===== config.mk =====
export PLATFORM = sky130hd
export DESIGN_NAME = pfc_fault_supervisor
export DESIGN_NICKNAME = d
export VERILOG_FILES = /design/src/rtl/pfc_sup_pkg.sv /design/src/rtl/pfc_blank_filter.sv /design/src/rtl/pfc_sup_fsm.sv /design/src/rtl/pfc_bofo_qual.sv /design/src/rtl/pfc_fault_supervisor.sv
export SDC_FILE = /design/constraint.sdc
export NUM_CORES = 1
export LEC_CHECK = 0
export BUFFER_PORTS_ARGS = -buffer_cell sky130_fd_sc_hd__buf_2
export CORE_MARGIN = 5
export CORE_UTILIZATION = 47
export CTS_BUF_LIST = sky130_fd_sc_hd__clkbuf_8
export DETAILED_ROUTE_END_ITERATION = 8
export SYNTH_ARGS = -nofsm -noshare
export SYNTH_HDL_FRONTEND = slang
export SYNTH_SLANG_ARGS = --single-unit

===== constraint.sdc =====
create_clock -name clk -period 4.9 [get_ports clk]
set_input_delay 0.98 -clock clk [delete_from_list [all_inputs] [get_ports clk]]
set_output_delay 0.98 -clock clk [all_outputs]
set_load 0.02 [all_outputs]

===== src/rtl/pfc_sup_pkg.sv =====
package pfc_sup_pkg;

    typedef enum logic [2:0] {
        ST_OFF,
        ST_STRAP,
        ST_SOFT,
        ST_RUN,
        ST_HOLD,
        ST_LOCK,
        ST_IDLE
    } sup_state_e;

    // index of each blanked fault inside the filter bank
    localparam int NFLT     = 5;
    localparam int FI_BROWN = 0;
    localparam int FI_OPEN  = 1;
    localparam int FI_OV1   = 2;
    localparam int FI_OV2   = 3;
    localparam int FI_EN    = 4;

    typedef struct packed {
        logic brown;
        logic open;
        logic ov1;
        logic ov2;
        logic lock;
        logic idle;
    } flag_t;

    function automatic logic auto_pending(flag_t f);
        return f.brown | f.open | f.ov2;
    endfunction

    function automatic logic in_switching(sup_state_e s);
        return (s == ST_SOFT) || (s == ST_RUN);
    endfunction

endpackage


===== src/rtl/pfc_blank_filter.sv =====
module pfc_blank_filter #(
    parameter int unsigned SET_TICKS = 4,
    parameter int unsigned CLR_TICKS = 1
) (
    input  logic clk,
    input  logic rst,
    input  logic d,
    output logic q
);
    localparam int unsigned MAXT = (SET_TICKS > CLR_TICKS) ? SET_TICKS : CLR_TICKS;
    localparam int CW = $clog2(MAXT + 1);
    localparam logic [CW-1:0] SET_LAST = CW'(SET_TICKS - 1);
    localparam logic [CW-1:0] CLR_LAST = CW'(CLR_TICKS - 1);

    logic [CW-1:0] cnt_q;
    logic [CW-1:0] lim;

    assign lim = q ? CLR_LAST : SET_LAST;

    always_ff @(posedge clk) begin
        if (rst) begin
            q     <= 1'b0;
            cnt_q <= '0;
        end else if (d == q) begin
            cnt_q <= '0;
        end else if (cnt_q >= lim) begin
            q     <= d;
            cnt_q <= '0;
        end else begin
            cnt_q <= cnt_q + 1'b1;
        end
    end

    // output moves only after the input disagreed with it
    assert_blank_R1: assert property (@(posedge clk) disable iff (rst)
        (q != $past(q)) |-> ($past(d) != $past(q)));

endmodule


===== src/rtl/pfc_sup_fsm.sv =====
module pfc_sup_fsm
    import pfc_sup_pkg::*;
#(
    parameter int unsigned STRAP_TICKS = 4500
) (
    input  logic            clk,
    input  logic            rst,
    input  logic            vcc_ok,
    input  logic [NFLT-1:0] trip,
    input  logic            line_above_on,
    input  logic            vs_open,
    input  logic            ov1_rel,
    input  logic            ov2_rel,
    input  logic            en_below,
    input  logic            bulk_at_95,
    input  logic            bulk_below_low,
    output logic            gate_en,
    output logic            soft_start,
    output logic            bulk_ok,
    output logic            run
);
    localparam int SW = $clog2(STRAP_TICKS + 1);
    localparam logic [SW-1:0] STRAP_LAST = SW'(STRAP_TICKS - 1);

    sup_state_e    st_q, st_d;
    flag_t         fl_q, fl_d;
    logic          lock_mode_q;
    logic          strap_lvl_q;
    logic [SW-1:0] strap_cnt_q;
    logic          dual_q;
    logic          strap_done;

    assign strap_done = (st_q == ST_STRAP) && (en_below == strap_lvl_q)
                        && (strap_cnt_q == STRAP_LAST);

    // sticky fault flags: set by a qualified trip, cleared by each fault's own release
    always_comb begin
        fl_d = fl_q;
        if (!vcc_ok || st_q == ST_OFF) begin
            fl_d       = '0;
            fl_d.brown = 1'b1;
        end else begin
            if (trip[FI_BROWN])  fl_d.brown = 1'b1;
            else if (line_above_on) fl_d.brown = 1'b0;
            if (trip[FI_OPEN])   fl_d.open = 1'b1;
            else if (!vs_open)   fl_d.open = 1'b0;
            if (trip[FI_OV1])    fl_d.ov1 = 1'b1;
            else if (ov1_rel)    fl_d.ov1 = 1'b0;
            if (trip[FI_OV2] && !lock_mode_q) fl_d.ov2 = 1'b1;
            else if (ov2_rel)    fl_d.ov2 = 1'b0;
            if (trip[FI_OV2] && lock_mode_q && st_q != ST_STRAP) fl_d.lock = 1'b1;
            if (trip[FI_EN])     fl_d.idle = 1'b1;
            else if (!en_below)  fl_d.idle = 1'b0;
        end
    end

    always_comb begin
        st_d = st_q;
        if (!vcc_ok) begin
            st_d = ST_OFF;
        end else begin
            case (st_q)
                ST_OFF:   st_d = ST_STRAP;
                ST_STRAP: if (strap_done) st_d = ST_HOLD;
                ST_LOCK:  st_d = ST_LOCK;
                default: begin
                    if (fl_q.lock)              st_d = ST_LOCK;
                    else if (auto_pending(fl_q)) st_d = ST_HOLD;
                    else if (fl_q.idle)          st_d = ST_IDLE;
                    else begin
                        case (st_q)
                            ST_HOLD: st_d = dual_q ? ST_RUN : ST_SOFT;
                            ST_IDLE: st_d = ST_SOFT;
                            ST_SOFT: st_d = bulk_at_95 ? ST_RUN : ST_SOFT;
                            default: st_d = st_q;
                        endcase
                    end
                end
            endcase
        end
    end

    always_ff @(posedge clk) begin
        if (rst) begin
            st_q        <= ST_OFF;
            fl_q        <= '0;
            lock_mode_q <= 1'b1;
            strap_lvl_q <= 1'b0;
            strap_cnt_q <= '0;
            dual_q      <= 1'b0;
            bulk_ok     <= 1'b0;
        end else begin
            st_q <= st_d;
            fl_q <= fl_d;

            if (st_q != ST_STRAP) begin
                strap_lvl_q <= en_below;
                strap_cnt_q <= '0;
            end else if (en_below != strap_lvl_q) begin
                strap_lvl_q <= en_below;
                strap_cnt_q <= '0;
            end else if (strap_cnt_q != STRAP_LAST) begin
                strap_cnt_q <= strap_cnt_q + 1'b1;
            end
            if (strap_done) lock_mode_q <= ~strap_lvl_q;

            if (st_q != ST_HOLD)              dual_q <= 1'b0;
            else if (fl_q.ov1 && fl_q.ov2)    dual_q <= 1'b1;

            if (!vcc_ok || bulk_below_low)             bulk_ok <= 1'b0;
            else if (st_q == ST_SOFT && bulk_at_95)    bulk_ok <= 1'b1;
        end
    end

    assign gate_en    = in_switching(st_q) && !fl_q.ov1;
    assign soft_start = (st_q == ST_SOFT);
    assign run        = (st_q == ST_RUN);

    assert_brown_gate_R2: assert property (@(posedge clk) disable iff (rst)
        (trip[FI_BROWN] && vcc_ok) |=> ##1 !gate_en);
    assert_lock_holds_R5: assert property (@(posedge clk) disable iff (rst)
        (st_q == ST_LOCK && vcc_ok) |=> (st_q == ST_LOCK));
    assert_hold_soft_R6: assert property (@(posedge clk) disable iff (rst)
        (st_q == ST_HOLD && !dual_q) |=> (st_q != ST_RUN));
    assert_strap_once_R7: assert property (@(posedge clk) disable iff (rst)
        (st_q != ST_STRAP) |=> $stable(lock_mode_q));
    assert_idle_exit_R9: assert property (@(posedge clk) disable iff (rst)
        (st_q == ST_IDLE) |=> (st_q != ST_RUN));
    assert_bulk_rise_R10: assert property (@(posedge clk) disable iff (rst)
        $rose(bulk_ok) |-> ($past(st_q) == ST_SOFT));

endmodule


===== src/rtl/pfc_bofo_qual.sv =====
module pfc_bofo_qual #(
    parameter int unsigned LINE_TICKS     = 8000000,
    parameter int unsigned LOAD_SET_TICKS = 8000000,
    parameter int unsigned LOAD_CLR_TICKS = 1000000,
    parameter int unsigned DROOP_TICKS    = 250
) (
    input  logic clk,
    input  logic rst,
    input  logic run,
    input  logic low_line,
    input  logic light_load,
    input  logic vs_bofo_low,
    output logic src_en
);
    logic line_f, load_f, droop_f, kill_q;

    pfc_blank_filter #(.SET_TICKS(LINE_TICKS), .CLR_TICKS(LINE_TICKS)) u_line (
        .clk(clk), .rst(rst), .d(low_line), .q(line_f));
    pfc_blank_filter #(.SET_TICKS(LOAD_SET_TICKS), .CLR_TICKS(LOAD_CLR_TICKS)) u_load (
        .clk(clk), .rst(rst), .d(light_load), .q(load_f));
    pfc_blank_filter #(.SET_TICKS(DROOP_TICKS), .CLR_TICKS(1)) u_droop (
        .clk(clk), .rst(rst), .d(vs_bofo_low), .q(droop_f));

    always_ff @(posedge clk) begin
        if (rst) begin
            src_en <= 1'b0;
            kill_q <= 1'b0;
        end else begin
            if (!run)                  kill_q <= 1'b0;
            else if (droop_f && src_en) kill_q <= 1'b1;
            src_en <= run && line_f && load_f && !kill_q;
        end
    end

    assert_bofo_run_R11: assert property (@(posedge clk) disable iff (rst)
        src_en |-> $past(run));
    assert_bofo_kill_R12: assert property (@(posedge clk) disable iff (rst)
        kill_q |=> !src_en);

endmodule


===== src/rtl/pfc_fault_supervisor.sv =====
module pfc_fault_supervisor
    import pfc_sup_pkg::*;
#(
    parameter int unsigned BROWN_TICKS    = 5000,
    parameter int unsigned OPEN_TICKS     = 250,
    parameter int unsigned OV1_TICKS      = 3000,
    parameter int unsigned OV2_TICKS      = 3000,
    parameter int unsigned EN_TICKS       = 2250,
    parameter int unsigned STRAP_TICKS    = 4500,
    parameter int unsigned LINE_TICKS     = 8000000,
    parameter int unsigned LOAD_SET_TICKS = 8000000,
    parameter int unsigned LOAD_CLR_TICKS = 1000000,
    parameter int unsigned DROOP_TICKS    = 250
) (
    input  logic clk,
    input  logic rst,
    input  logic vcc_ok,
    input  logic line_above_on,
    input  logic line_below_off,
    input  logic vs_open,
    input  logic ov1_trip,
    input  logic ov1_rel,
    input  logic ov2_trip,
    input  logic ov2_rel,
    input  logic en_below,
    input  logic bulk_at_95,
    input  logic bulk_below_low,
    input  logic low_line,
    input  logic light_load,
    input  logic vs_bofo_low,
    output logic gate_en,
    output logic soft_start,
    output logic bulk_ok,
    output logic bofo_src_en
);
    localparam int unsigned TRIP_T [NFLT] =
        '{BROWN_TICKS, OPEN_TICKS, OV1_TICKS, OV2_TICKS, EN_TICKS};

    logic [NFLT-1:0] raw, trip;
    logic            run;

    assign raw = {en_below, ov2_trip, ov1_trip, vs_open, line_below_off};

    for (genvar g = 0; g < NFLT; g++) begin : g_blank
        pfc_blank_filter #(.SET_TICKS(TRIP_T[g]), .CLR_TICKS(1)) u_flt (
            .clk(clk), .rst(rst), .d(raw[g]), .q(trip[g]));
    end

    pfc_sup_fsm #(.STRAP_TICKS(STRAP_TICKS)) u_fsm (
        .clk(clk), .rst(rst), .vcc_ok(vcc_ok), .trip(trip),
        .line_above_on(line_above_on), .vs_open(vs_open),
        .ov1_rel(ov1_rel), .ov2_rel(ov2_rel), .en_below(en_below),
        .bulk_at_95(bulk_at_95), .bulk_below_low(bulk_below_low),
        .gate_en(gate_en), .soft_start(soft_start), .bulk_ok(bulk_ok), .run(run));

    pfc_bofo_qual #(
        .LINE_TICKS(LINE_TICKS), .LOAD_SET_TICKS(LOAD_SET_TICKS),
        .LOAD_CLR_TICKS(LOAD_CLR_TICKS), .DROOP_TICKS(DROOP_TICKS)
    ) u_bofo (
        .clk(clk), .rst(rst), .run(run), .low_line(low_line),
        .light_load(light_load), .vs_bofo_low(vs_bofo_low), .src_en(bofo_src_en));

endmodule


# Word level (Yosys, flattened, before mapping)
# Cells that the tools add are included.
[word_totals]
latch_bits = 0
word_cells = 160
register_bits = 147
inputBits = 16
rom_bits = 0
mem_count = 0
ram_bits = 0
[op_classes]
n_mul = 0
n_eq_ne = 23
shift = 0
reduce_logical = 48
order_cmp = 8
n_bitwise = 13
addsub = 9
muxes = 29
n_div = 0
[op_table]
columns = ["op", "n"]
rows = [
  ["adder 23 x 1 -> 23 bit, second input constant", 2],
  ["adder 12 x 1 -> 12 bit, second input constant", 3],
  ["greater-or-equal comparator 12 bit", 3],
  ["two-way mux 12 bit", 3],
  ["OR reduction 3 bit", 9],
  ["adder 13 x 1 -> 13 bit, second input constant", 2],
  ["greater-or-equal comparator 23 bit", 1],
  ["greater-or-equal comparator 23 bit, second input constant", 1],
  ["two-way mux 23 bit", 1],
  ["one-hot mux 3 bit (3 select lines)", 2],
  ["AND reduction 2 bit", 9],
  ["adder 8 x 1 -> 8 bit, second input constant", 2],
  ["greater-or-equal comparator 8 bit", 2],
  ["two-way mux 8 bit", 2],
  ["two-way mux 1 bit", 15],
  ["== test 13 bit, second input constant", 1],
  ["greater-or-equal comparator 13 bit", 1],
  ["two-way mux 13 bit", 1],
  ["inequality test 13 bit, second input constant", 1],
  ["logical AND 1 bit", 12],
  ["two-way mux 3 bit", 4],
  ["inverter 1 bit", 11],
  ["OR reduction 2 bit", 5],
  ["== test 1 bit", 9],
  ["15 further kinds", 28],
]

# Logic depth before layout (Yosys ltp)
# Gate-level depths: netlist (run 1).
[logic_depth]
ltp_word = 6
depth_mapped = 9
depth_no_buf = 8

# Modules after synthesis
# A second synthesis (run 1) with hierarchy kept.
[hier_totals]
cells_unflattened = 844
hier_area_um2 = 7840.0
[modules_own_cells]
columns = ["mod", "n_inst", "area_each_um2", "cells_each", "seq_area_each_um2"]
rows = [
  ["pfc_blank_filter at g_blank[2].u_flt ...", 2, 784.5, 79, 260.2],
  ["pfc_blank_filter at u_bofo.u_load", 1, 1455.1, 146, 480.5],
  ["pfc_blank_filter at u_bofo.u_line", 1, 1188.6, 136, 480.5],
  ["pfc_sup_fsm", 1, 1109.8, 127, 520.5],
  ["pfc_blank_filter at g_blank[1].u_flt ...", 2, 488.0, 53, 180.2],
  ["pfc_blank_filter at g_blank[0].u_flt", 1, 787.0, 89, 280.3],
  ["pfc_blank_filter at g_blank[4].u_flt", 1, 678.2, 75, 260.2],
  ["pfc_bofo_qual", 1, 76.3, 7, 40.0],
]

# Worst setup path before layout (run 1)
# OpenSTA, ideal clock, no wires.
[synth_path]
path_type = "register -> register"
startpoint = "register g_blank[4].u_flt.q"
endpoint = "register g_blank[4].u_flt.cnt_q[10]"
stages_incl_launch_ff = 10
required_time_ns = 4.836
setup_ns = 0.064
period_less_slack_ns = 2.661
arrival_time_ns = 2.597
setup_slack_ns = 2.239
path_cell_list = "dfxtp_1 -> inv_1 -> ha_1 -> or4b_1 -> a2111o_1 -> a21o_1 -> a211o_1 -> a211o_2 -> buf_6 -> nor2_1"
[synth_via]
elab_chain_len = 3
word_cells_on_any_way = 4
cone_classes = "order compare (1); eq/ne (1); mux (1); reduce/logical (1)"
[synth_lines]
columns = ["element", "line", "text"]
rows = [
  ["from (decl)", "pfc_blank_filter.sv:8", "output logic q"],
  ["from (signal assigned)", "pfc_blank_filter.sv:22", "q <= 1'b0;"],
  ["from (signal assigned)", "pfc_blank_filter.sv:27", "q <= d;"],
  ["two-way mux 12 bit", "pfc_blank_filter.sv:18", "assign lim = q ? CLR_LAST : SET_LAST;"],
  ["greater-or-equal comparator 12 bit", "pfc_blank_filter.sv:26", "end else if (cnt_q >= lim) begin"],
  ["OR reduction 3 bit (no source line) (*)", "-", ""],
  ["to (signal assigned)", "pfc_blank_filter.sv:30", "cnt_q <= cnt_q + 1'b1;"],
  ["to (decl)", "pfc_blank_filter.sv:15", "logic [CW-1:0] cnt_q;"],
]
# Mark *: on every way between the ends. The rest lies on a longest branch, timed or not.
# A chain may end at the register's enable or synchronous reset.

# Worst setup path in the final report (run 1)
[layout_path]
startpoint = "register g_blank[4].u_flt.q"
endpoint = "register g_blank[4].u_flt.cnt_q[2]"
# The elaborated chain is that of the path after synthesis.

==> results by group, run 1 <==
Status
  • Status: completed

Global route
  • Gr usage total: 15.4%
  • Largest net degree at the start of global routing: 25
  • Initial antenna violation count: 0
  • First-pass GRT wire length: 23200 um
  • Grt ovf: 0
  • Number of global-route vias before repair: 5299

Synthesis
  • Syn avg cell area: 8.89 sq um
  • Post-synth EDFFs: 0
  • Syn nets: 894
  • Mapped Cells: 814
  • Top FF cell, synth: dfxtp_1
  • Synth unique cells: 50
  • Post-synthesis cell area: 7230 sq um
  • Synth warnings: 0
  • Asr flop ratio synth: 0%
  • Register area share after synthesis: 40.7%
  • Synthesized flop and latch total: 147

Clocking
  • Clock root buffer: clkbuf_8
  • Worst skew pair latency: 0.44 ns
  • CTS tree: done
  • CTS sink cnt: 147
  • CTS clk-pin slew, worst paths: 0.08 ns
  • Post-CTS setup buffer count: 0
  • Worst-case clock buffer depth: 2
  • Hold buffer count at cts: 0
  • # resized after CTS: 0
  • CTS Buf Count: 17
  • Htree depth: 4

Routing
  • Vias per cell: 5.24
  • Drt drc: 0
  • Via count: 5449
  • DRT Pass-1 Iters: 4
  • Routed Wire Length: 13200 um
  • Antenna viol nets, final: 0
  • Wirelength per Cell: 12.7 um
  • DR iter-0 viols: 200

STA
  • Max_slew headroom: 37.4%
  • Final setup vio count: 0
  • Post-Route Skew: 0.00760 ns
  • Fin Hold WS: 0.418 ns
  • RSZ-0062 raised after global routing: no
  • Final Hold Fails: 0
  • Final Cycle Share: 57.5%
  • Slew @ Worst Pin: 0.930 ns
  • Min Clock Period, post-route: 2.82 ns
  • Max Fclk: 355 MHz
  • TNS Setup: 0 ns
  • Fin. max-slew vios: 0

Final layout
  • Syn-to-layout area delta: 9.60%
  • Commonest non-fill, non-tap cell in the layout: nor2_1
  • Layout cells sized above 1: 7.16%
  • Most frequent cells in the layout: 167 x nor2_1, 147 x dfxtp_1, 68 x xor2_1
  • ANT cells: 0
  • Nets: 919
  • Layout filler cell count: 1401

Setup path
  • Crit path from: g_blank[4].u_flt.q
  • CP endpoint kind: flip-flop
  • Worst flop-to-flop path startpoint: g_blank[4].u_flt.q
  • CP Max Fanout: 12
  • Worst endpoint data arrival time: 3.20 ns
  • Worst Path Required: 5.28 ns
  • CP Launch Type: flip-flop
  • Crit Path Category: flip-flop to flip-flop

Hold path
  • Worst Hold Launch: u_bofo.kill_q
  • Hold Path Class: flip-flop to flip-flop

Placement
  • Gpl congestion: 0.841
  • Count of buffers from port buffering: 19
  • Dpl hpwl: 9620 um

Pwr
  • PwrDens: 288 nW/um^2
  • P_leak: 0.00328 uW
  • Peak supply drop: 186 uV
  • Power consumption: 2280 uW

Floorplan
  • Num rows: 45
  • Core footprint: 15100 sq um
  • Initial Util: 47.8%
  • Die Wd: 134 um
  • Height of the die: 134 um
  • Die Area: 18000 sq um
  • Top-level I/O count: 20

Job
  • Max-cap violation count: 0
## path summary, 6_finish.rpt
| kind | end | slack (ns) | cells past startpoint |
|---|---|---|---|
| setup reg to reg | g_blank[4].u_flt.cnt_q[2] | 2.08 | 8 |
| hold / removal | u_bofo.src_en | 0.42 | 1 |
| setup / recovery | g_blank[4].u_flt.cnt_q[2] | 2.08 | 8 |
| hold reg to reg | u_bofo.src_en | 0.42 | 1 |
## cell type report
class                      count  area, sq um  area share [%]
clock buffer                  19          262            3.30
timing repair buffer          19         95.1            1.20
multi-input combinational    628         4130            52.1
sequential                   147         2940            37.1
tap                          188          235            2.97
inverter                      26         97.6            1.23
clock inverter                13          166            2.10
## synthesized netlist by cell type (all sizes together) (6+ instances only)
cell / number / area, sq um
inv: 26 / 97.6
nand3: 48 / 240
nand2: 48 / 180
a21oi: 16 / 80.1
clkbuf: 11 / 41.3
dfxtp: 147 / 2940
xor2: 68 / 596
nand2b: 11 / 68.8
o21ai: 13 / 65.1
mux2i: 9 / 90.1
or2: 6 / 37.5
xnor2: 44 / 385
nand4: 15 / 93.8
nor3: 10 / 50.1
nor4: 6 / 37.5
nor2: 167 / 627
ha: 64 / 801
a21o: 8 / 60.1
or3: 12 / 75.1
and3: 22 / 138
## worst max-delay path: stages, from the launching register on
cell      delay [ns]
dfxtp_1         0.44
inv_1           0.11
ha_1            0.27
or4b_1          0.46
a2111o_1        0.42
a21o_1          0.18
a211o_1         0.30
a211o_2         0.44
nor2_1          0.14
## power by group
part,switching (uW),leakage (uW),internal (uW)
clock network,438,0.000225,573
logic,37.6,0.00186,23.7
registers,9.51,0.00119,1200
## sequential cells by signal, summed over array words and instances (netlist names), 3 cells and up
register / cells
g_blank.u_flt.cnt_q: 57
g_blank.u_flt.q: 5
u_bofo.u_droop.cnt_q: 8
u_bofo.u_line.cnt_q: 23
u_bofo.u_load.cnt_q: 23
u_fsm.fl_q: 6
u_fsm.st_q: 3
u_fsm.strap_cnt_q: 13
## cells by family (layout without fill, tap and decap cells)
kind of cell | count (synthesis) | in the layout | share of synthesized area (%)
and+or+nand+nor | 373 | 373 | 24.6
DFF | 147 | 147 | 40.7
xor gates and xnor gates | 112 | 112 | 13.6
AOI/OAI and AO/OA | 69 | 69 | 6.47
adders and majority gates | 64 | 64 | 11.1
buffers and inverters | 39 | 77 | 2.23
muxes | 10 | 10 | 1.40
## metal layers
layer / wire length [um] / track usage [%] / vias up
li1: - / - / 2840
met1: 6340 / 19.3 / 2545
met2: 6250 / 26.1 / 50
met3: 401 / 3.60 / 14
met4: 190 / 5.71 / 0
met5: 0 / 0 / -
## per-stage QoR
step	area, sq um	utilization [%]	setup slack [ns]	instances
finish	7930	52.3	2.08	1040
CTS	7930	52.3	2.06	1040
floorplan	7230	-	2.24	814
global route	7930	52.3	1.94	1040
global placement	7500	49.5	2.19	1008
detailed placement	7500	49.5	2.07	1008
(Power assumes the default switching activity.)
==> run 2: changes to the inputs <==
- PLACE_DENSITY: default -> 0.65
- clock period: 4.9 -> 2.35 ns (I/O delays scaled with it)
==> run 2 against run 1 <==
- the flow now finishes with violations (setup timing)
- maximum frequency rose by 13%
- die area unchanged
- core utilization increased by 1.7 points
- via count shrank 1.2%
- final cell count increased by 2.4%
- first-iteration DRC count fell by 2.0%
- sequential share of layout area decreased by 1.1 points
- global-route usage fell by 0.49 points
- largest cell class unchanged
==> results by group, run 2 (synthesis gave the netlist of run 1 again) <==
Pwr
  • P_leak: 0.00341 uW (was 0.00328 uW)
  • PwrDens: 587 nW/um^2 (was 288 nW/um^2)
  • Internal: 3790 uW (was 1800 uW)
  • Switching fraction of total power: 21.2% (was 21.3%)
  • Power consumption: 4800 uW (was 2280 uW)
  • Clock power share: 44.3% (about the same)
  • Power share of the sequential group: 52.5% (was 53.1%)
  • Peak supply drop: 438 uV (was 186 uV)
  • Net switching power of the design: 1020 uW (was 485 uW)
  • Logic pwr share: 3.2% (was 2.7%)

Setup path
  • R2r endpoint: g_blank[4].u_flt.q (was g_blank[4].u_flt.cnt_q[2])
  • CP Launch Type: flip-flop (unchanged)
  • Worst endpoint data arrival time: 2.83 ns (was 3.20 ns)
  • Worst R2R Path Depth: 8 (unchanged)
  • Worst Path Required: 2.69 ns (was 5.28 ns)
  • CP endpoint kind: flip-flop (unchanged)
  • Reg2Reg Setup Slack: -0.14 ns (was 2.08 ns)
  • CP Max Fanout: 2 (was 12)
  • Crit Path Category: flip-flop to flip-flop (unchanged)
  • Worst flop-to-flop path startpoint: g_blank[4].u_flt.cnt_q[0] (was g_blank[4].u_flt.q)

Placement
  • Post-Place Cell Area: 7700 sq um (was 7500 sq um)
  • Gpl congestion: 0.768 (was 0.841)
  • Dpl hpwl: 9090 um (was 9620 um)
  • Dpl cells: 1033 (was 1008)
  • Count of buffers from port buffering: 19 (unchanged)

Global route
  • Grt ovf: 0 (unchanged)
  • Gr usage total: 14.9% (was 15.4%)
  • Number of global-route vias before repair: 5058 (was 5299)
  • Largest net degree at the start of global routing: 25 (unchanged)
  • First-pass GRT wire length: 22400 um (was 23200 um)
  • Initial antenna violation count: 0 (unchanged)

Floorplan
  • Initial Util: 47.8% (unchanged)
  • Num rows: 45 (unchanged)
  • Die Wd: 134 um (unchanged)
  • Top-level I/O count: 20 (unchanged)
  • Height of the die: 134 um (unchanged)
  • Die Area: 18000 sq um (unchanged)
  • Core footprint: 15100 sq um (unchanged)

Status
  • Status: finished, violations left (was completed)
  • Failing checks: setup timing

Final layout
  • Layout filler cell count: 1422 (was 1401)
  • Layout Utilization: 54.0% (was 52.3%)
  • Reg with most FFs: g_blank.u_flt.cnt_q (unchanged)
  • Top flop regs: g_blank.u_flt.cnt_q (57), u_bofo.u_line.cnt_q (23), u_bofo.u_load.cnt_q (23) (unchanged)
  • Largest register FFs: 57 (unchanged)
  • Nets: 944 (was 919)
  • Most frequent cells in the layout: 166 x nor2_1, 142 x dfxtp_1, 68 x xor2_1 (was 167 x nor2_1, 147 x dfxtp_1, 68 x xor2_1)
  • Fin area: 8180 sq um (was 7930 sq um)
  • Layout cells sized above 1: 11.3% (was 7.16%)
  • Final non-filler cell total: 1065 (was 1040)
  • Syn-to-layout area delta: 13.1% (was 9.60%)
  • Commonest non-fill, non-tap cell in the layout: nor2_1 (unchanged)
  • ANT cells: 0 (unchanged)

STA
  • Slew @ Worst Pin: 0.509 ns (was 0.930 ns)
  • Min Clock Period, post-route: 2.49 ns (was 2.82 ns)
  • Max_slew headroom: 66.1% (was 37.4%)
  • Final setup vio count: 13 (was 0)
  • Final Cycle Share: 106% (was 57.5%)
  • Worst setup margin: -0.135 ns (was 2.08 ns)
  • Post-Route Skew: 0.00805 ns (was 0.00760 ns)
  • RSZ-0062 raised after global routing: yes (was no)
  • Fin. max-slew vios: 0 (unchanged)
  • Final Hold Fails: 0 (unchanged)
  • Max Fclk: 402 MHz (was 355 MHz)

Hold path
  • Hold Path Class: primary input to flip-flop (was flip-flop to flip-flop)
  • Hold EP: u_fsm.bulk_ok (was u_bofo.src_en)
  • Worst Hold Launch: bulk_below_low (was u_bofo.kill_q)
  • WHS Path Cells: 2 (was 1)

Routing
  • Wirelength per Cell: 12.0 um (was 12.7 um)
  • Via count: 5381 (was 5449)
  • Vias per cell: 5.05 (was 5.24)
  • Antenna viol nets, final: 0 (unchanged)
  • Drt drc: 0 (unchanged)
  • DRT Pass-1 Iters: 4 (unchanged)
  • Routed Wire Length: 12700 um (was 13200 um)
  • DR iter-0 viols: 196 (was 200)

Clocking
  • CTS tree: done (unchanged)
  • CTS sink cnt: 147 (unchanged)
  • CTS Buf Count: 17 (unchanged)
  • CTS clk-pin slew, worst paths: 0.08 ns (about the same)
  • Htree depth: 4 (unchanged)
  • Clock root buffer: clkbuf_8 (unchanged)
  • Hold buffer count at cts: 0 (unchanged)
  • Worst skew pair latency: 0.46 ns (was 0.44 ns)
  • Worst-case clock buffer depth: 2 (unchanged)
  • Post-CTS setup buffer count: 0 (unchanged)

Job
  • Max-cap violation count: 0 (unchanged)
==> run 2: cell types whose count changed in the layout (fill, tap and decap cells not counted), moves of 3 or more <==
| cell | previous run | this run |
|---|---|---|
| clkbuf_8 | 19 | 23 |
| dfxtp_1 | 147 | 142 |
| dfxtp_2 | 0 | 5 |
| inv_1 | 29 | 26 |
| clkinv_2 | 4 | 1 |
| buf_4 | 0 | 25 |
==> run 2: final cells by class <==
cell class	instances	area (sq um)	area share, %
multi-input cells	628	4170	51.0
well taps	188	235	2.88
repair buffers	44	283	3.46
clock inverters	9	126	1.55
flip-flops and latches	147	2950	36.1
clock buffers	23	317	3.87
inverters	26	97.6	1.19
==> run 2: worst max-delay path by stage <==
stage          cells past startpoint                      start  slack, ns                         to
5_1_grt                            8  g_blank[4].u_flt.cnt_q[0]      -0.25  g_blank[4].u_flt.cnt_q[3]
2_1_floorplan                      9         g_blank[4].u_flt.q      -0.10  g_blank[4].u_flt.cnt_q[0]
6_report                           8  g_blank[4].u_flt.cnt_q[0]      -0.14         g_blank[4].u_flt.q
4_1_cts                            8  g_blank[4].u_flt.cnt_q[0]      -0.14  g_blank[4].u_flt.cnt_q[2]
3_5_place_dp                       8  g_blank[4].u_flt.cnt_q[0]      -0.12  g_blank[4].u_flt.cnt_q[3]
3_3_place_gp                       8  g_blank[4].u_flt.cnt_q[0]      -0.09  g_blank[4].u_flt.cnt_q[0]
==> run 2: timing repair <==
| action | in CTS | in global routing |
|---|---|---|
| gates resized for setup | 2 | 8 |
| setup endpoints to repair | 27 | 47 |
| pin swaps | 1 | 6 |
| hold endpoints to repair | 0 | 0 |
==> run 2: per-layer routing <==
metal  GRT usage, %  routed length (um)  up-vias
li1               -                   -     2905
met1           19.4                6560     2424
met2           23.8                5590       34
met3           3.56                 352       18
met4           6.62                 230        0
met5              0                   0        -
==> run 2: power groups by stage <==
| stage | Clock [uW] | Combinational (uW) | Sequential [uW] |
|---|---|---|---|
| global placement | 0 | 150 | 2580 |
| global route | 2320 | 177 | 2530 |
| detailed placement | 0 | 151 | 2580 |
| CTS | 2200 | 154 | 2520 |
| floorplan | 0 | 94.2 | 2580 |
| finish | 2130 | 153 | 2520 |
==> run 2: worst max-delay path, cell delays in order, from the launching register on <==
cell,delay (ns)
dfxtp_2,0.34
inv_2,0.04
ha_4,0.21
or4b_1,0.50
a2111o_1,0.38
a21o_1,0.16
a211o_1,0.27
and3b_2,0.22
mux2_2,0.26
==> run 2: metrics by stage <==
step / setup TNS (ns) / setup WS [ns] / hold WS (ns)
after floorplan: -0.941 / -0.103 / 0.398
after global placement: -1.00 / -0.0920 / 0.402
after detailed placement: -1.46 / -0.122 / 0.409
after CTS: -1.64 / -0.142 / 0.177
after global routing: -2.87 / -0.250 / 0.198
final: -1.39 / -0.135 / 0.209
==> run 3: changes to the inputs <==
- ABC_AREA: default -> 1
- CAP_MARGIN: default -> 20
- CORE_MARGIN: 5 -> default
==> run 3 against run 2 <==
- the flow now finishes without violations
- critical path depth is the same
- maximum frequency is 24% higher
- sequential power hardly changed
- die area up 0.90%
- largest power group unchanged
- critical path type unchanged
- clock power increased by 9.9%
- routed wire length increased by 24%
- hold slack worse by 0.024 ns
- flip-flop and latch count did not move
- total power is 4.9% higher
==> results by group, run 3 <==
Synthesis
  • Post-synth EDFFs: 0 (unchanged)
  • Top FF cell, synth: dfxtp_1 (unchanged)
  • Syn avg cell area: 7.28 sq um (was 8.89 sq um)
  • Synth top area cells: dfxtp_1 36%, ha_1 9.7%, nor2_1 9.3%, nand2_1 8.8%, inv_1 6.9% (was dfxtp_1 41%, ha_1 11%, nor2_1 8.7%, xor2_1 8.2%, xnor2_1 5.3%)
  • Asr flop ratio synth: 0% (unchanged)
  • Post-synthesis cell area: 8270 sq um (was 7230 sq um)
  • Mapped Cells: 1137 (was 814)
  • Synth warnings: 0 (unchanged)
  • Syn nets: 1217 (was 894)
  • Register area share after synthesis: 35.6% (was 40.7%)
  • Top post-synthesis cells by count: 205 x nor2_1, 194 x nand2_1, 152 x inv_1, 147 x dfxtp_1, 64 x ha_1 (was 167 x nor2_1, 147 x dfxtp_1, 68 x xor2_1, 64 x ha_1)
  • Synthesized flop and latch total: 147 (unchanged)
  • Synth unique cells: 40 (was 50)
  • Top-count cell post-synth: nor2_1 (unchanged)
  • Top cell type's share of synthesized area: 35.6% (was 40.7%)
  • Yosys top cell by area: dfxtp_1 (unchanged)

Pwr
  • Internal: 3970 uW (was 3790 uW)
  • P_leak: 0.00368 uW (was 0.00341 uW)
  • PwrDens: 555 nW/um^2 (was 587 nW/um^2)
  • Power share of the sequential group: 50.2% (was 52.5%)
  • Logic pwr share: 3.4% (was 3.2%)
  • Clock power share: 46.5% (was 44.3%)
  • Switching fraction of total power: 21.1% (was 21.2%)
  • Net switching power of the design: 1060 uW (was 1020 uW)
  • Peak supply drop: 447 uV (was 438 uV)

Final layout
  • Multi-input logic area: 4650 sq um (was 4170 sq um)
  • Layout cells sized above 1: 8.47% (was 11.3%)
  • Fin area: 9080 sq um (was 8180 sq um)
  • Layout filler cell count: 1672 (was 1422)
  • Largest register FFs: 57 (unchanged)
  • Top flop regs: g_blank.u_flt.cnt_q (57), u_bofo.u_line.cnt_q (23), u_bofo.u_load.cnt_q (23) (unchanged)
  • Layout Utilization: 52.7% (was 54.0%)
  • Commonest non-fill, non-tap cell in the layout: nor2_1 (unchanged)
  • Syn-to-layout area delta: 9.77% (was 13.1%)
  • Nets: 1251 (was 944)
  • Flip-flop and latch area: 2940 sq um (was 2950 sq um)
  • Reg with most FFs: g_blank.u_flt.cnt_q (unchanged)
  • ANT cells: 0 (unchanged)
  • Most frequent cells in the layout: 205 x nor2_1, 194 x nand2_1, 152 x inv_1 (was 166 x nor2_1, 142 x dfxtp_1, 68 x xor2_1)

Setup path
  • R2r endpoint: u_bofo.u_load.cnt_q[19] (was g_blank[4].u_flt.q)
  • Reg2Reg Setup Slack: 0.34 ns (was -0.14 ns)
  • Worst R2R Path Depth: 8 (unchanged)
  • Worst endpoint data arrival time: 2.37 ns (was 2.83 ns)
  • CP endpoint kind: flip-flop (unchanged)
  • Worst Path Required: 2.71 ns (was 2.69 ns)
  • Crit Path Category: flip-flop to flip-flop (unchanged)
  • CP Max Fanout: 23 (was 2)
  • Worst flop-to-flop path startpoint: u_bofo.u_load.q (was g_blank[4].u_flt.cnt_q[0])
  • CP Launch Type: flip-flop (unchanged)

Floorplan
  • Top-level I/O count: 20 (unchanged)
  • Core footprint: 17200 sq um (was 15100 sq um)
  • Num rows: 48 (was 45)
  • Height of the die: 135 um (was 134 um)
  • Initial Util: 48.0% (was 47.8%)
  • Die Area: 18100 sq um (was 18000 sq um)
  • Die Wd: 135 um (was 134 um)

Placement
  • Dpl hpwl: 11900 um (was 9090 um)
  • Count of buffers from port buffering: 19 (unchanged)
  • Post-Place Cell Area: 8610 sq um (was 7700 sq um)
  • Worst slack, placed: 0.361 ns (was -0.122 ns)
  • Gpl congestion: 0.834 (was 0.768)

STA
  • Max_slew headroom: 67.4% (was 66.1%)
  • Worst setup margin: 0.343 ns (was -0.135 ns)
  • Min Clock Period, post-route: 2.01 ns (was 2.49 ns)
  • Final setup vio count: 0 (was 13)
  • TNS Setup: 0 ns (was -1.39 ns)
  • Fin Hold WS: 0.184 ns (was 0.209 ns)
  • Post-Route Skew: 0.00983 ns (was 0.00805 ns)
  • Final Hold Fails: 0 (unchanged)
  • Slew @ Worst Pin: 0.486 ns (was 0.509 ns)
  • Final Cycle Share: 85.4% (was 106%)
  • Max Fclk: 498 MHz (was 402 MHz)
  • RSZ-0062 raised after global routing: no (was yes)
  • Fin. max-slew vios: 0 (unchanged)

Clocking
  • Clock root buffer: clkbuf_8 (unchanged)
  • Post-CTS setup buffer count: 0 (unchanged)
  • CTS clk-pin slew, worst paths: 0.08 ns (about the same)
  • Worst-case clock buffer depth: 2 (unchanged)
  • CTS tree: done (unchanged)
  • Hold buffer count at cts: 0 (unchanged)
  • Worst skew pair latency: 0.44 ns (was 0.46 ns)
  • # resized after CTS: 0 (was 2)
  • Htree depth: 4 (unchanged)
  • CTS Buf Count: 17 (unchanged)
  • CTS sink cnt: 147 (unchanged)

Routing
  • Routed Wire Length: 15800 um (was 12700 um)
  • Via count: 6855 (was 5381)
  • Vias per cell: 4.88 (was 5.05)
  • Antenna viol nets, final: 0 (unchanged)
  • DR iter-0 viols: 325 (was 196)
  • Drt drc: 0 (unchanged)
  • Wirelength per Cell: 11.2 um (was 12.0 um)
  • DRT Pass-1 Iters: 5 (was 4)

Hold path
  • WHS Path Cells: 2 (unchanged)
  • Worst Hold Launch: bulk_below_low (unchanged)
  • Hold Path Class: primary input to flip-flop (unchanged)
  • Hold EP: u_fsm.bulk_ok (unchanged)

Status
  • Status: completed (was finished, violations left)

Global route
  • Grt ovf: 0 (unchanged)
  • Largest net degree at the start of global routing: 24 (was 25)
  • Gr usage total: 18.7% (was 14.9%)
  • Number of global-route vias before repair: 6357 (was 5058)
  • Initial antenna violation count: 0 (unchanged)
  • First-pass GRT wire length: 27800 um (was 22400 um)

Job
  • Max-cap violation count: 0 (unchanged)
[run 3: cell types whose count changed in the layout (fill, tap and decap cells not counted), sizes merged, moves of 26 or more]
cell   previous run  this run
nand4            15        41
nand2            48       201
nor3             10        40
nor2            167       222
inv              28       156
a21oi            16        55
[run 3: per-stage QoR]
step / total power, uW / instances
2_1_floorplan: 2710 / 1137
3_3_place_gp: 2750 / 1377
5_1_grt: 5240 / 1406
6_report: 5040 / 1406
3_5_place_dp: 2760 / 1377
4_1_cts: 5110 / 1406
[run 3: per-layer routing]
metal / wire length (um) / global-route usage, % / up-vias
met3: 599 / 4.88 / 11
met2: 7050 / 30.0 / 82
met1: 7990 / 24.8 / 3045
li1: - / - / 3717
met4: 116 / 5.31 / 0
met5: 0 / 0 / -
[run 3: how the worst max path moves through the flow]
stage,startpoint,endpoint,slack [ns],cells past startpoint
floorplan,u_bofo.u_load.q,u_bofo.u_load.cnt_q[3],0.52,10
global placement,u_bofo.u_load.q,u_bofo.u_load.cnt_q[17],0.42,8
detailed placement,g_blank[3].u_flt.q,g_blank[3].u_flt.cnt_q[2],0.36,9
CTS,u_bofo.u_load.q,u_bofo.u_load.cnt_q[21],0.34,8
global route,g_blank[3].u_flt.q,g_blank[3].u_flt.cnt_q[4],0.12,9
finish,u_bofo.u_load.q,u_bofo.u_load.cnt_q[19],0.34,8
[run 3: logic make-up after synthesis]
logic type	after synthesis	synth area share, %
flops	147	35.6
buf+inv	168	8.24
xor+xnor	84	8.89
compound gates	85	5.49
simple gates	589	32.1
fa+ha+maj	64	9.68
[run 3: area by class of cell]
class | count | share of cell area, %
Inverter | 156 | 6.45
Clock buffer | 19 | 2.88
Sequential cell | 147 | 32.4
Multi-Input combinational cell | 822 | 51.2
Tap cell | 225 | 3.10
Timing Repair Buffer | 27 | 1.71
Clock inverter | 10 | 2.27
[run 3: power by group through the flow]
stage	logic, uW	clock network (uW)	registers (uW)
5_1_grt	196	2510	2530
3_5_place_dp	171	0	2590
3_3_place_gp	168	0	2580
4_1_cts	171	2410	2530
2_1_floorplan	125	0	2580
6_report	169	2340	2530
[run 3: worst max-delay path: stages, from the launching register on]
cell     delay, ns
dfxtp_1       0.31
buf_4         0.17
ha_1          0.29
a21oi_1       0.16
o21a_1        0.14
nand2_1       0.08
a21oi_4       0.16
nand4_4       0.37
nor2_1        0.22
